`config.mk`:
```
export PLATFORM = sky130hd
export DESIGN_NAME = divstep_unit
export DESIGN_NICKNAME = d
export VERILOG_FILES = /design/src/rtl/divstep_pkg.sv /design/src/rtl/divstep_core.sv /design/src/rtl/divstep_seq.sv /design/src/rtl/divstep_unit.sv
export SDC_FILE = /design/constraint.sdc
export NUM_CORES = 1
export LEC_CHECK = 0
export ABC_AREA = 1
export BUFFER_PORTS_ARGS = -buffer_cell sky130_fd_sc_hd__buf_2
export CAP_MARGIN = 40
export CORE_UTILIZATION = 28
export CTS_CLUSTER_SIZE = 20
export DETAILED_ROUTE_END_ITERATION = 16
export GPL_ROUTABILITY_DRIVEN = 1
export PLACE_DENSITY = 0.43
export SKIP_CTS_REPAIR_TIMING = 1
export SLEW_MARGIN = 15
export SYNTH_ARGS = -nofsm -noshare
export SYNTH_HDL_FRONTEND = slang
export SYNTH_HIERARCHICAL = 1
export SYNTH_SLANG_ARGS = --single-unit
```
`constraint.sdc`:
```
create_clock -name clk -period 13.15 [get_ports clk]
set_input_delay 2.63 -clock clk [delete_from_list [all_inputs] [get_ports clk]]
set_output_delay 2.63 -clock clk [all_outputs]
set_load 0.005 [all_outputs]
```
`src/rtl/divstep_pkg.sv`:
```
package divstep_pkg;

   typedef enum int {
      STEP_CMP  = 0,
      STEP_WIDE = 1
   } step_impl_e;

   // Q polarity table of one step, indexed by old Q, M and the shifted-out bit
   function automatic logic next_q(input logic old_q, input logic m,
                                   input logic msb, input logic cy);
      logic r;
      unique case ({old_q, m})
         2'b00:   r = msb ? ~cy :  cy;
         2'b01:   r = msb ?  cy : ~cy;
         2'b10:   r = msb ? ~cy :  cy;
         default: r = msb ?  cy : ~cy;
      endcase
      return r;
   endfunction

endpackage

```
`src/rtl/divstep_core.sv`:
```
module divstep_core
   import divstep_pkg::*;
#(
   parameter int W         = 32,
   parameter int STEP_IMPL = STEP_CMP
) (
   input  logic [W-1:0] rem_i,
   input  logic [W-1:0] div_i,
   input  logic         q_i,
   input  logic         m_i,
   input  logic         t_i,
   output logic [W-1:0] rem_o,
   output logic         q_o,
   output logic         t_o
);

   logic [W-1:0] shifted;
   logic         out_bit;
   logic         do_sub;
   logic         cy;

   assign shifted = {rem_i[W-2:0], t_i};
   assign out_bit = rem_i[W-1];
   assign do_sub  = (q_i == m_i);

   generate
      if (STEP_IMPL == STEP_WIDE) begin : g_wide
         logic [W:0] ext;
         always_comb begin
            if (do_sub) ext = {1'b0, shifted} - {1'b0, div_i};
            else        ext = {1'b0, shifted} + {1'b0, div_i};
         end
         assign rem_o = ext[W-1:0];
         assign cy    = ext[W];
      end else begin : g_cmp
         logic [W-1:0] res;
         always_comb begin
            if (do_sub) res = shifted - div_i;
            else        res = shifted + div_i;
         end
         assign rem_o = res;
         assign cy    = do_sub ? (res > shifted) : (res < shifted);
      end
   endgenerate

   assign q_o = next_q(q_i, m_i, out_bit, cy);
   assign t_o = (q_o == m_i);

endmodule

```
`src/rtl/divstep_seq.sv`:
```
module divstep_seq
   import divstep_pkg::*;
#(
   parameter int W         = 32,
   parameter int STEP_IMPL = STEP_CMP
) (
   input  logic         clk,
   input  logic         rst_n,
   input  logic         start_i,
   input  logic [W-1:0] dividend_i,
   input  logic [W-1:0] divisor_i,
   output logic         busy_o,
   output logic         done_o,
   output logic [W-1:0] quotient_o
);

   localparam int CW = (W > 2) ? $clog2(W) : 1;
   localparam logic [CW-1:0] LAST = CW'(W - 1);
   localparam logic M_UNSIGNED = 1'b0;

   logic [W-1:0]  rem_r;
   logic [W-1:0]  acc_r;
   logic [W-1:0]  dvs_r;
   logic          q_r;
   logic [CW-1:0] cnt_r;

   logic [W-1:0]  rem_nx;
   logic          q_nx;
   logic          t_nx;
   logic [W-1:0]  acc_nx;

   divstep_core #(.W(W), .STEP_IMPL(STEP_IMPL)) u_core (
      .rem_i (rem_r),
      .div_i (dvs_r),
      .q_i   (q_r),
      .m_i   (M_UNSIGNED),
      .t_i   (acc_r[W-1]),
      .rem_o (rem_nx),
      .q_o   (q_nx),
      .t_o   (t_nx)
   );

   assign acc_nx = {acc_r[W-2:0], t_nx};

   always_ff @(posedge clk or negedge rst_n) begin
      if (!rst_n) begin
         rem_r      <= '0;
         acc_r      <= '0;
         dvs_r      <= '0;
         q_r        <= 1'b0;
         cnt_r      <= '0;
         busy_o     <= 1'b0;
         done_o     <= 1'b0;
         quotient_o <= '0;
      end else begin
         done_o <= 1'b0;
         if (busy_o) begin
            rem_r <= rem_nx;
            q_r   <= q_nx;
            acc_r <= acc_nx;
            cnt_r <= cnt_r + 1'b1;
            if (cnt_r == LAST) begin
               busy_o     <= 1'b0;
               done_o     <= 1'b1;
               quotient_o <= acc_nx;
            end
         end else if (start_i) begin
            rem_r  <= '0;
            acc_r  <= dividend_i;
            dvs_r  <= divisor_i;
            q_r    <= 1'b0;
            cnt_r  <= '0;
            busy_o <= 1'b1;
         end
      end
   end

endmodule

```
`src/rtl/divstep_unit.sv`:
```
module divstep_unit
   import divstep_pkg::*;
#(
   parameter int W         = 32,
   parameter int STEP_IMPL = STEP_CMP
) (
   input  logic         clk,
   input  logic         rst_n,
   input  logic         start_i,
   input  logic [W-1:0] dividend_i,
   input  logic [W-1:0] divisor_i,
   output logic         busy_o,
   output logic         done_o,
   output logic [W-1:0] quotient_o,
   input  logic [W-1:0] stp_rem_i,
   input  logic [W-1:0] stp_div_i,
   input  logic         stp_q_i,
   input  logic         stp_m_i,
   input  logic         stp_t_i,
   output logic [W-1:0] stp_rem_o,
   output logic         stp_q_o,
   output logic         stp_t_o
);

   generate
      if (W < 2) begin : g_bad_width
         $error("divstep_unit: W must be at least 2");
      end
      if (STEP_IMPL != STEP_CMP && STEP_IMPL != STEP_WIDE) begin : g_bad_impl
         $error("divstep_unit: STEP_IMPL must be 0 or 1");
      end
   endgenerate

   divstep_core #(.W(W), .STEP_IMPL(STEP_IMPL)) u_step (
      .rem_i (stp_rem_i),
      .div_i (stp_div_i),
      .q_i   (stp_q_i),
      .m_i   (stp_m_i),
      .t_i   (stp_t_i),
      .rem_o (stp_rem_o),
      .q_o   (stp_q_o),
      .t_o   (stp_t_o)
   );

   divstep_seq #(.W(W), .STEP_IMPL(STEP_IMPL)) u_seq (
      .clk        (clk),
      .rst_n      (rst_n),
      .start_i    (start_i),
      .dividend_i (dividend_i),
      .divisor_i  (divisor_i),
      .busy_o     (busy_o),
      .done_o     (done_o),
      .quotient_o (quotient_o)
   );

endmodule

```
Word level (Yosys, flattened, before mapping)
Cells that the tools add are included.
{"block": "op_classes", "mul": 0, "n_shift": 0, "magnitude_cmp": 4, "mux": 23, "reduce_logical": 7, "n_addsub": 5, "eq_ne": 4, "bitwise_logic": 4, "div": 0}
{"op": "$mux W32", "n": 6}
{"op": "$add A32 B32 Y32", "n": 2}
{"op": "$gt A32 B32 Y1", "n": 2}
{"op": "$lt A32 B32 Y1", "n": 2}
{"op": "$sub A32 B32 Y32", "n": 2}
{"op": "$mux W1", "n": 15}
{"op": "$mux W5", "n": 2}
{"op": "$add A5 B1 Y5 const B", "n": 1}
{"op": "$eq A5 B5 Y1 const B", "n": 1}
{"op": "$logic_not A2 Y1", "n": 2}
{"op": "$not A1 Y1", "n": 4}
{"op": "$reduce_and A2 Y1", "n": 2}
{"op": "$reduce_or A2 Y1", "n": 2}
{"op": "$eq A1 B1 Y1", "n": 2}
{"op": "$eq A2 B2 Y1 const B", "n": 1}
{"op": "$reduce_bool A2 Y1", "n": 1}
{"block": "totals", "in_bits": 134, "mem_bits_ro": 0, "mem_bits_rw": 0, "memories": 0, "output_inout_bits": 68, "ff_bits": 136, "latch_bits": 0}

Logic depth before layout (Yosys ltp)
{"block": "logic_depth", "depth_word": 9, "ltp_mapped": 36}

By module
The synthesis kept the hierarchy.
{"mod": "divstep_seq", "cells_per_inst": 618, "seq_area_each_um2": 3403.3, "area_each_um2": 5366.4, "instances": 1}
{"mod": "divstep_core (u_step)", "cells_per_inst": 660, "seq_area_each_um2": 0.0, "area_each_um2": 3718.6, "instances": 1}
{"mod": "divstep_core (u_seq.u_core)", "cells_per_inst": 622, "seq_area_each_um2": 0.0, "area_each_um2": 3583.4, "instances": 1}

Least setup slack after synthesis
Ideal clock, no wire load.
{"block": "synth_timing", "path_kind": "input to output", "from": "in stp_m_i", "to": "out stp_t_o", "arrival_time_ns": 6.237, "path_stages": 29, "slack_ns": 4.283, "n_path_buf": 2, "path_cell_list": "inv_1 ha_1 buf_8 inv_1 clkbuf_1 o21ai_0 xor2_1 inv_1 ha_1 nand2_1 nor2_1 nand4_1 o21ai_2 nand2_1 nand2_1 nand2_1 nand2_1 xor2_1 ha_1 a21o_1 a21oi_1 nand2_1 a21oi_1 nand3_1 nand2_1 nand2_1 nand2_1 nand2_1 nand2_1"}
{"block": "synth_between", "elab_chain_cells": 8}
{"item": "start: declaration", "line_no": "divstep_unit.sv:18", "text": "input logic stp_m_i,"}
{"item": "$eq A1 B1 Y1 *", "line_no": "divstep_core.sv:24", "text": "assign do_sub = (q_i == m_i);"}
{"item": "$mux W32 *", "line_no": "divstep_core.sv:38", "text": "if (do_sub) res = shifted - div_i;"}
{"item": "via stp_rem_o[23]", "line_no": "divstep_unit.sv:20", "text": "output logic [W-1:0] stp_rem_o,"}
{"item": "$lt A32 B32 Y1 / $gt A32 B32 Y1 (equally long branches)", "line_no": "divstep_core.sv:42", "text": "assign cy = do_sub ? (res > shifted) : (res < shifted);"}
{"item": "$mux W1 *", "line_no": "divstep_core.sv:42"}
{"item": "$not A1 Y1"}
{"item": "$mux W1 (on tied branches)"}
{"item": "$mux W1 *"}
{"item": "$eq A1 B1 Y1 *", "line_no": "divstep_core.sv:47", "text": "assign t_o = (q_o == m_i);"}
{"item": "end: declaration", "line_no": "divstep_unit.sv:22", "text": "output logic stp_t_o"}
The timed path passes the listed nets; every way through them passes the cells marked *.

Worst setup path after layout
{"block": "layout_timing", "from": "in stp_m_i", "to": "out stp_t_o"}
{"block": "layout_between", "elab_chain_cells": 8}
{"item": "$eq A1 B1 Y1", "line_no": "divstep_core.sv:24"}
{"item": "$mux W32", "line_no": "divstep_core.sv:38"}
{"item": "$lt A32 B32 Y1 / $gt A32 B32 Y1 (equally long branches)", "line_no": "divstep_core.sv:42"}
{"item": "$mux W1", "line_no": "divstep_core.sv:42"}
{"item": "$not A1 Y1"}
{"item": "$mux W1 (on tied branches)"}
{"item": "$mux W1"}
{"item": "$eq A1 B1 Y1 *", "line_no": "divstep_core.sv:47"}
Every way passes the cells marked *; elsewhere a longest branch is shown, timed or not.

==> results.py <==
metrics = {
    "cts": {
        "clock_latency_ns": 0.45,
        "htreeDepth": 4,
        "clock_path_buffers": 2,
        "clock_sinks": 136,
        "clk_pin_slew_ns": 0.07,
        "numCtsBuffers": 17,
        "cts_tree": "built",
        "cts_root_buf": "clkbuf_16",
    },
    "min_path": {
        "min_path_type": "register to register",
    },
    "synthesis": {
        "synth.area.top_cells": "dfrtp_1 (27%), nand2_1 (20%), ha_1 (13%)",
        "synth-edff-count": 0,
        "synth_area_per_cell_um2": 6.67,
        "ys_ff_latch": 136,
        "syn-cell-area_mm2": 0.0127,
        "netlist_instances": 1900,
        "ys.flop_type": "dfrtp_1",
        "yosys_warnings": 6,
        "synth_cell_types": 51,
        "yosysTopAreaCell": "dfrtp_1",
        "async_reset_ff_share_pct": 100,
        "yosysSeqAreaShare_pct": 26.9,
        "synth_top_area_share_pct": 26.9,
    },
    "critical_path": {
        "r2r_slack_ns": 7.71,
        "critPathBufInv": 6,
        "critPathTopFamily": "simple AND/OR/NAND/NOR gates",
        "crit_type": "input pin to primary output",
        "required_ns": 10.52,
        "crit_fanout": 26,
        "critical_path.endpoint_type": "primary output",
        "slowest_stage": "ha_1",
        "slowest_delay_ns": 0.78,
        "cp_common_cell": "nand2_1",
        "cp.arrival_ns": 7.90,
        "start_kind": "input pin",
    },
    "status": {
        "status": "completed",
    },
    "route": {
        "dr.first_iter.drc_count": 741,
        "vias": 12400,
        "drc_errors": 0,
        "drt-pass1-iter-count": 5,
        "ant_nets": 0,
        "drt-vias-per-instance": 4.58,
        "drt-total-wl_um": 40800,
        "routedWlPerCell_um": 15.1,
    },
    "final_layout": {
        "final_cell_mix": "nand2_1 (683), inv_1 (260), buf_2 (200), nor2_1 (141), dfrtp_1 (135)",
        "drive_above_1_share_pct": 13.3,
        "nNetsFinal": 2360,
        "syn2layout_area_growth_pct": 17.3,
        "final_common_cell": "nand2_1",
        "utilization_pct": 33.5,
        "fillCellCount": 4886,
    },
    "global_routing": {
        "grt_max_degree": 66,
        "grt_usage_pct": 18.0,
        "grt_pass1_wl_um": 66300,
        "grt-ovfl-total": 0,
        "grt_pass1_vias": 12500,
        "antenna_found_initial": 6,
    },
    "run": {
        "maxCapViolations": 0,
    },
    "die": {
        "rows": 77,
        "io-pin-count": 202,
        "die_w_um": 215,
        "core-area_mm2": 0.0444,
        "die_area_mm2": 0.0461,
        "start_util_pct": 28.5,
        "die_y_um": 215,
    },
    "timing": {
        "skew_ns": 0.0124,
        "fin_tns_setup_ns": 0,
        "fin_crit_sh_pct": 80.1,
        "rsz0062_at_grt": "no",
        "setup_ws_ns": 2.62,
        "final.min_clock_period_ns": 10.53,
        "maxClockFrequency_ghz": 0.0950,
        "setup_violations": 0,
        "maxSlewHeadroom_pct": 48.9,
        "whs_ns": 0.475,
        "finalHoldViolations": 0,
        "tightest_slew_ns": 0.764,
        "slew_viol_final": 0,
    },
    "place": {
        "gp_congestion": 0.938,
        "dpl.hpwl_um": 32700,
        "io_buffers": 201,
        "pre_cts_slack_ns": 2.64,
    },
}
-- final cells by class --
type / count / area [um2] / area share [%]
clock buffers: 18 / 439 / 2.95
inverters: 265 / 997 / 6.71
clock inverters: 14 / 140 / 0.943
diodes: 2 / 5.00 / 0.0337
repair buffers: 207 / 1090 / 7.33
well taps: 592 / 741 / 4.98
flip-flops and latches: 136 / 3400 / 22.9
multi-input cells: 1463 / 8050 / 54.1
-- flip-flops by register name, summed over array words and instances (netlist names) --
name and count:
u_seq/rem_r 32, u_seq/done_o 1, u_seq/busy_o 1, u_seq/quotient_o 32, u_seq/cnt_r 5, u_seq/q_r 1, u_seq/dvs_r 32, u_seq/acc_r 32
-- tightest hold or removal path: stages (launching register included) --
cell and delay (ns):
dfrtp_1 0.34, nand2_1 0.05, nand2_1 0.05
-- per-layer routing --
layer / track usage [%] / routed length (um) / part of all wire, %
met5: 0 / 48 / 0.12
met4: 5.12 / 678 / 1.7
met3: 3.24 / 2030 / 5.0
met2: 30.3 / 18900 / 46
met1: 23.3 / 19200 / 47
-- cell families (layout without fill, tap and decap cells) --
family | after synthesis | after routing | share of synthesized area, %
and+or+nand+nor | 984 | 984 | 31.8
buffers and inverters | 302 | 504 | 9.65
AOI/OAI and AO/OA | 231 | 231 | 10.5
adders and majority gates | 136 | 136 | 13.6
DFF | 136 | 136 | 26.9
xor gates and xnor gates | 110 | 110 | 7.60
other | 1 | 4 | 0.0296
-- synth_stat cells, types with 4 or more instances --
library cell,instances
a21boi_0,5
a21o_1,14
a21oi_1,101
a31oi_1,8
buf_2,15
buf_6,6
clkbuf_1,12
dfrtp_1,136
ha_1,134
inv_1,260
nand2_1,683
nand2_2,10
nand3_1,81
nand4_1,20
nor2_1,141
nor2_2,5
nor3_1,21
nor4_1,6
o211ai_1,4
o21a_1,6
o21ai_0,60
o21ai_1,9
o21ai_2,4
o21bai_1,7
o31ai_1,5
xnor2_1,39
xor2_1,71
-- final timing paths --
check,from,to,cells past startpoint
setup / recovery,stp_m_i,stp_t_o,32
hold / removal,u_seq/quotient_o[4]$_DFFE_PN0P_,u_seq/quotient_o[4]$_DFFE_PN0P_,2
setup reg to reg,u_seq/q_r$_DFFE_PN0P_,u_seq/acc_r[0]$_DFFE_PN0P_,33
hold reg to reg,u_seq/quotient_o[4]$_DFFE_PN0P_,u_seq/quotient_o[4]$_DFFE_PN0P_,2
max in group asynchronous,rst_n,u_seq/quotient_o[11]$_DFFE_PN0P_,3
min in group asynchronous,rst_n,u_seq/dvs_r[8]$_DFFE_PN0P_,1
-- stage by stage --
step,cell area (um2),cells
floorplan,12700,1901
CTS,14900,2695
global placement,14200,2661
finish,14900,2697
global route,14900,2696
detailed placement,14300,2663
Power is not shown: default switching activity piles up to over one toggle a cycle in this logic, so the estimate is an artifact.
